File: src/rtl/lsg_pkg.sv
// Package: shared constants for the layer scroll coordinate generator.
// Assumes a 512-pixel square tile layer of 8x8 tiles and a 1 MB video space.
package lsg_pkg;
    localparam int          MAP_BITS   = 9;       // log2 of layer size in pixels
    localparam int          TILE_SH    = 3;       // log2 of tile size in pixels
    localparam int          VADDR_W    = 20;      // video memory byte address width
    localparam logic [19:0] TBL_BASE   = 20'hF6000;
    localparam int          STRIDE_SH  = 10;      // table stride 0x400 bytes

    typedef enum logic {FETCH_IDLE, FETCH_WAIT} fetch_state_t;
endpackage

File: src/rtl/lsg_axis_wrap.sv
// Module: modulo adder for one axis. Adds an offset to a position and keeps
// the low W bits, which is exactly a wrap inside a 2**W pixel space.
// Assumes both operands are already reduced to W bits.
module lsg_axis_wrap #(
    parameter int W = 9
) (
    input  logic [W-1:0] pos,
    input  logic [W-1:0] off,
    output logic [W-1:0] wrapped
);
    // Sum truncated to W bits gives (pos + off) mod 2**W
    assign wrapped = pos + off;
endmodule

File: src/rtl/lsg_line_fetch.sv
// Module: per-line horizontal offset fetch. On a line-start strobe in table
// mode it issues one read for the current line's entry, raises busy until the
// data returns, then holds the low bits of the entry until the next fetch.
// Assumes memory answers every request with exactly one tbl_valid pulse.
module lsg_line_fetch
    import lsg_pkg::*;
#(
    parameter int          LINE_W   = 9,
    parameter int          OFF_W    = 9,
    parameter int          LAYER_W  = 2,
    parameter int          ADDR_W   = 20,
    parameter logic [19:0] BASE     = 20'hF6000,
    parameter int          STR_SH   = 10
) (
    input  logic               clk,
    input  logic               rst_n,
    input  logic               line_start,
    input  logic               table_mode,
    input  logic [LAYER_W-1:0] layer,
    input  logic [LINE_W-1:0]  line_idx,
    input  logic               tbl_valid,
    input  logic [OFF_W-1:0]   tbl_off,
    output logic               tbl_req,
    output logic [ADDR_W-1:0]  tbl_addr,
    output logic               busy,
    output logic [OFF_W-1:0]   line_off
);
    fetch_state_t state_q;
    logic         launch;

    // A new fetch starts only from idle and only in table mode
    assign launch = line_start && table_mode && (state_q == FETCH_IDLE);
    assign busy   = (state_q == FETCH_WAIT);

    // Fetch sequencing: request pulse, wait for data, capture offset
    always_ff @(posedge clk) begin
        if (!rst_n) begin
            state_q  <= FETCH_IDLE;
            tbl_req  <= 1'b0;
            tbl_addr <= '0;
            line_off <= '0;
        end else begin
            tbl_req <= launch;
            if (launch) begin
                state_q  <= FETCH_WAIT;
                tbl_addr <= ADDR_W'(BASE)
                          + (ADDR_W'(layer) << STR_SH)
                          + (ADDR_W'(line_idx) << 1);
            end else if (state_q == FETCH_WAIT && tbl_valid) begin
                state_q  <= FETCH_IDLE;
                line_off <= tbl_off;
            end
        end
    end

    // request lasts a single cycle
    assert_req_pulse_R4: assert property (@(posedge clk) disable iff (!rst_n)
        tbl_req |=> !tbl_req);
    // a request is always accompanied by busy
    assert_busy_with_req_R5: assert property (@(posedge clk) disable iff (!rst_n)
        tbl_req |-> busy);
    // a strobe in register mode never launches a fetch
    assert_no_fetch_reg_mode_R7: assert property (@(posedge clk) disable iff (!rst_n)
        (line_start && !table_mode && !busy) |=> !tbl_req);
    // strobes during an outstanding fetch are dropped
    assert_strobe_ignored_R10: assert property (@(posedge clk) disable iff (!rst_n)
        (busy && line_start) |=> !tbl_req);
    // held offset only changes when returned data is accepted
    assert_offset_hold_R6: assert property (@(posedge clk) disable iff (!rst_n)
        !(busy && tbl_valid) |=> $stable(line_off));
    // reset clears the fetch outputs
    assert_reset_clear_R9: assert property (@(posedge clk)
        !rst_n |=> (!busy && !tbl_req && line_off == '0));
endmodule

File: src/rtl/lsg_addr_map.sv
// Module: name-table word address. Concatenates tile row and tile column into
// an entry index and drops its low bit, since two entries share one word.
// Assumes the caller passes the tile column already without its low bit.
module lsg_addr_map #(
    parameter int ROW_W = 6,
    parameter int COLH_W = 5
) (
    input  logic [ROW_W-1:0]        tile_row,
    input  logic [COLH_W-1:0]       tile_col_hi,
    output logic [ROW_W+COLH_W-1:0] word_addr
);
    // Index = row * 2**(COLH_W+1) + col; shifting right by one drops col[0]
    assign word_addr = {tile_row, tile_col_hi};
endmodule

File: src/rtl/layer_scroll_gen.sv
// Module: scroll coordinate generator for one tile layer. Decodes the scroll
// word, picks the horizontal offset from the word or from the held per-line
// table value, wraps both axes and derives the name-table word address.
// Assumes scr_x/scr_y stay inside the visible window and the scroll word is
// stable across a line.
module layer_scroll_gen
    import lsg_pkg::*;
#(
    parameter int          MAP_W    = MAP_BITS,
    parameter int          TSH      = TILE_SH,
    parameter int          ADDR_W   = VADDR_W,
    parameter logic [19:0] TBL_BASE_P = TBL_BASE,
    parameter int          STRIDE_P = STRIDE_SH
) (
    input  logic                            clk,
    input  logic                            rst_n,
    input  logic                            line_start,
    input  logic [1:0]                      layer_sel,
    input  logic [31:0]                     scroll_reg,
    input  logic [MAP_W-1:0]                scr_x,
    input  logic [MAP_W-1:0]                scr_y,
    input  logic                            tbl_valid,
    input  logic [15:0]                     tbl_data,
    output logic                            tbl_req,
    output logic [ADDR_W-1:0]               tbl_addr,
    output logic                            busy,
    output logic [MAP_W-1:0]                map_x,
    output logic [MAP_W-1:0]                map_y,
    output logic [2*(MAP_W-TSH)-2:0]        word_addr,
    output logic                            layer_en
);
    localparam int TILE_IDX_W = MAP_W - TSH;

    logic             table_mode;
    logic [MAP_W-1:0] reg_hoff;
    logic [MAP_W-1:0] reg_voff;
    logic [MAP_W-1:0] line_off;
    logic [MAP_W-1:0] axis_pos [2];
    logic [MAP_W-1:0] axis_off [2];
    logic [MAP_W-1:0] axis_out [2];
    logic             unused_bits;

    // Field decode of the scroll control word
    assign layer_en   = scroll_reg[31];
    assign table_mode = scroll_reg[15];
    assign reg_voff   = scroll_reg[16 +: MAP_W];
    assign reg_hoff   = scroll_reg[MAP_W-1:0];
    assign unused_bits = ^{scroll_reg[30:16+MAP_W], scroll_reg[14:MAP_W],
                           tbl_data[15:MAP_W]};

    lsg_line_fetch #(
        .LINE_W (MAP_W),
        .OFF_W  (MAP_W),
        .LAYER_W(2),
        .ADDR_W (ADDR_W),
        .BASE   (TBL_BASE_P),
        .STR_SH (STRIDE_P)
    ) u_fetch (
        .clk       (clk),
        .rst_n     (rst_n),
        .line_start(line_start),
        .table_mode(table_mode),
        .layer     (layer_sel),
        .line_idx  (scr_y),
        .tbl_valid (tbl_valid),
        .tbl_off   (tbl_data[MAP_W-1:0]),
        .tbl_req   (tbl_req),
        .tbl_addr  (tbl_addr),
        .busy      (busy),
        .line_off  (line_off)
    );

    // Horizontal source select and per-axis operand routing
    always_comb begin
        axis_pos[0] = scr_x;
        axis_off[0] = table_mode ? line_off : reg_hoff;
        axis_pos[1] = scr_y;
        axis_off[1] = reg_voff;
    end

    for (genvar a = 0; a < 2; a++) begin : g_axis
        lsg_axis_wrap #(.W(MAP_W)) u_wrap (
            .pos    (axis_pos[a]),
            .off    (axis_off[a]),
            .wrapped(axis_out[a])
        );
    end

    assign map_x = axis_out[0];
    assign map_y = axis_out[1];

    lsg_addr_map #(
        .ROW_W (TILE_IDX_W),
        .COLH_W(TILE_IDX_W - 1)
    ) u_addr (
        .tile_row   (map_y[MAP_W-1:TSH]),
        .tile_col_hi(map_x[MAP_W-1:TSH+1]),
        .word_addr  (word_addr)
    );

    // enable output tracks the control word's top bit
    assert_enable_follow_R3: assert property (@(posedge clk) disable iff (!rst_n)
        layer_en == scroll_reg[31]);
endmodule

File: config.mk
export PLATFORM = sky130hd
export DESIGN_NAME = layer_scroll_gen
export DESIGN_NICKNAME = d
export VERILOG_FILES = /design/src/rtl/lsg_pkg.sv /design/src/rtl/lsg_axis_wrap.sv /design/src/rtl/lsg_line_fetch.sv /design/src/rtl/lsg_addr_map.sv /design/src/rtl/layer_scroll_gen.sv
export SDC_FILE = /design/constraint.sdc
export NUM_CORES = 1
export LEC_CHECK = 0
export BUFFER_PORTS_ARGS = -buffer_cell sky130_fd_sc_hd__buf_2
export CORE_ASPECT_RATIO = 1.25
export CORE_UTILIZATION = 46
export DETAILED_ROUTE_END_ITERATION = 8
export PLACE_DENSITY = 0.86
export SLEW_MARGIN = 20
export SYNTH_ARGS = -nofsm -noshare
export SYNTH_HDL_FRONTEND = slang
export SYNTH_HIERARCHICAL = 1
export SYNTH_SLANG_ARGS = --single-unit
File: constraint.sdc
create_clock -name clk -period 5.7 [get_ports clk]
set_clock_uncertainty 0.15 [all_clocks]
set_input_delay 0.855 -clock clk [delete_from_list [all_inputs] [get_ports clk]]
set_output_delay 0.855 -clock clk [all_outputs]
set_load 0.05 [all_outputs]
==> results.txt <==
Final Max Slew Viols: 0
Via-per-instance ratio: 5.03
Clk pin slew, worst setup/hold paths: 0.08 ns
Highest routed layer: met4
Worst Hold Class: reg -> reg
Period utilization: 73.3%
Arr. time, crit path: 3.17 ns
Final Hold Fails: 0
Leak: 0.00122 uW
Cell taking the most area after synthesis: dfxtp_1
Startpoint types: input port
Vias in the first global route: 1,545
Placed insts: 337
DR pass1 iterations: 3
Clock Latency Late Sink: 0.26 ns
Final setup fails: 0
Setup CP Type: in -> out
Share of post-route cells with drive strength above 1: 42.5%
Worst EP required: 4.70 ns
Hpwl dp: 3.29 mm
Worst Max-Slew Pin Slew: 0.781 ns
Seq pwr share: 27.4%
CP peak stage delay: 0.42 ns
Inserted Diodes: 0
Area of the mapped netlist: 0.00193 mm2
Gpl congestion: 0.743
Port Buffer Count: 99
PD cells: 269 mW/mm2
Internal: 312 uW
Worst path most repeated cell: buf_2
Post-Layout Cell Count: 341
Met3 Wirelength: 265 um
Starting density of the core: 47.5%
CTS buffer count: 3
TritonCTS Sinks: 23
Largest net degree at the start of global routing: 35
Status: finished, final reports clean
GR Util All Layers: 17.7%
Worst path slowest cell: fa_1
Wirelength per Cell: 11.7 um
Initial antenna violation count: 0
Max cap viols: 0
Deepest clock path buffer count: 2
VDD IR max: 0.145 mV
Synth Warn #: 6
Total Wirelength: 3.98 mm
Postcts setup bufs: 0
Switching power: 316 uW
Avg Inst Size Synth: 9.21 um2
Vias: 1,716
Fmax: 239 MHz
Unrepaired setup endpoints after global routing: false
Async set-or-reset flop fraction in the synthesized netlist: 0%
First-pass GRT wire length: 6.04 mm
Vert. Die Dim: 74.5 um
Predominant post-synthesis flop cell: dfxtp_1
Post-route ant nets: 0
TritonCTS clock tree: built
Sw frac: 50.3%
Post-route cell area: 0.00233 mm2
Post-Place Cell Area: 0.00229 mm2
Yosys cell types: 35
Remaining global-route overflow: 0
Hold-fix buffers, CTS: 0
Top-area cell type share of the netlist area: 23.8%
Utilization after layout: 57.3%
Worst-path maximum fanout: 10
# H-tree levels: 1
Die area: 0.00447 mm2
WL met2: 2.10 mm
Clock network power share: 16.0%
DRT iter0 DRCs: 33
Synth area leaders: dfxtp_1, ha_1, buf_4
Remaining DRCs: 0
Comb pwr share: 56.6%
Critical-path cell list: buf_2, mux2_4, ha_1, fa_1, a21o_2, a21oi_2, o21ai_0, xor2_1, buf_2
Placement row count: 26
Core area: 0.00407 mm2
CP endpoint kind: output pin
Overall power: 628 uW
Post-Syn Instances: 210
Tmin final: 4.18 ns
Fin nets: 376
Die width: 60.0 um
Post-synth EDFFs: 0
Cts repair resizes: 0
M1 WL: 1.58 mm
P&R area growth vs syn: 20.6%
TNS Setup: 0 ns
Ports: 124
Headroom to the max-slew limit: 47.9%
Register bit total from synthesis: 23
Register area share after synthesis: 23.8%
CTS Root Cell: clkbuf_8
## cell families (layout without fill, tap and decap cells)
logic type	count (synthesis)	in the layout	share of synthesized area (%)
AND/OR/NAND/NOR	52	52	13.2
adder cells (fa/ha/maj)	18	18	12.4
other	1	3	0.194
flip-flops	23	23	23.8
multiplexers	22	22	13.7
buffers and inverters	32	105	11.8
XOR/XNOR	14	14	6.34
AO/OA/AOI/OAI	48	48	18.5
## stage by stage
stage | worst slack [ns] | hold slack [ns]
after floorplan | 1.08 | 0.422
after global placement | 1.56 | 0.288
after detailed placement | 1.51 | 0.297
after CTS | 1.51 | 0.312
after global routing | 1.38 | 0.329
final | 1.52 | 0.309
## power groups by stage
stage	clock [uW]	combinational (uW)	sequential [uW]
4_1_cts	107	358	172
3_3_place_gp	0	352	176
2_1_floorplan	0	298	193
5_1_grt	115	377	174
6_report	100	355	172
3_5_place_dp	0	357	176
## metal layers
| metal | track usage (%) | up-vias |
|---|---|---|
| met2 | 36.4 | 74 |
| met5 | 0 | - |
| met3 | 3.13 | 2 |
| met1 | 16.6 | 776 |
| met4 | 6.98 | 0 |
| li1 | - | 864 |
## cell type report
class	count	area, um2
Sequential cell	23	460
Multi-Input combinational cell	157	1250
Tap cell	56	70.1
Clock buffer	4	45.0
Fill cell	382	1740
Inverter	2	7.51
Timing Repair Buffer	99	495
## placed cells by master (no fill, tap or decap), types with 2 or more instances in the layout
master | synthesis | routed
nor2b_1 | 3 | 3
nand3_1 | 2 | 2
xor2_1 | 4 | 4
nor3_1 | 4 | 4
a21o_2 | 2 | 2
a21o_1 | 2 | 2
o21a_1 | 13 | 13
o21bai_1 | 2 | 2
a21oi_1 | 8 | 8
and4b_1 | 2 | 2
a211oi_2 | 2 | 2
fa_1 | 2 | 2
clkbuf_8 | 0 | 3
nand2_1 | 30 | 30
o21ai_0 | 4 | 4
xnor2_1 | 10 | 10
buf_2 | 1 | 99
conb_1 | 1 | 3
dfxtp_1 | 23 | 23
ha_1 | 16 | 16
mux2i_1 | 13 | 13
a21oi_2 | 2 | 2
and3_2 | 2 | 2
inv_1 | 2 | 2
and3_1 | 7 | 7
o31ai_2 | 2 | 2
a221oi_1 | 2 | 2
a21boi_1 | 9 | 9
mux2_4 | 9 | 9
## registers in the layout, summed over array words and instances (netlist names)
name	flops
u_fetch/busy	1
u_fetch/line_off	9
u_fetch/tbl_addr	12
u_fetch/tbl_req	1
## critical path, delay by kind of cell
kind                     cells  cell delay (ns)
multiplexers                 1             0.33
adder cells (fa/ha/maj)      2             0.65
buffers and inverters        2             0.56
AO/OA/AOI/OAI                3             0.60
XOR/XNOR                     1             0.18
## path summary, 6_finish.rpt
path	start	endpoint	depth (start not counted)	slack, ns
setup / recovery	scroll_reg[15]	word_addr[2]	9	1.52
hold / removal	u_fetch/tbl_addr[6]	u_fetch/tbl_addr[6]	2	0.31
setup reg to reg	u_fetch/busy	u_fetch/tbl_addr[8]	2	3.91
hold reg to reg	u_fetch/tbl_addr[6]	u_fetch/tbl_addr[6]	2	0.31
## synthesized netlist by cell type, types with 7 or more instances
library cell,n
and3_1,7
xnor2_1,10
dfxtp_1,23
nand2_1,30
a21oi_1,8
buf_4,21
mux2_4,9
mux2i_1,13
o21a_1,13
ha_1,16
a21boi_1,9
(Power assumes the default switching activity.)
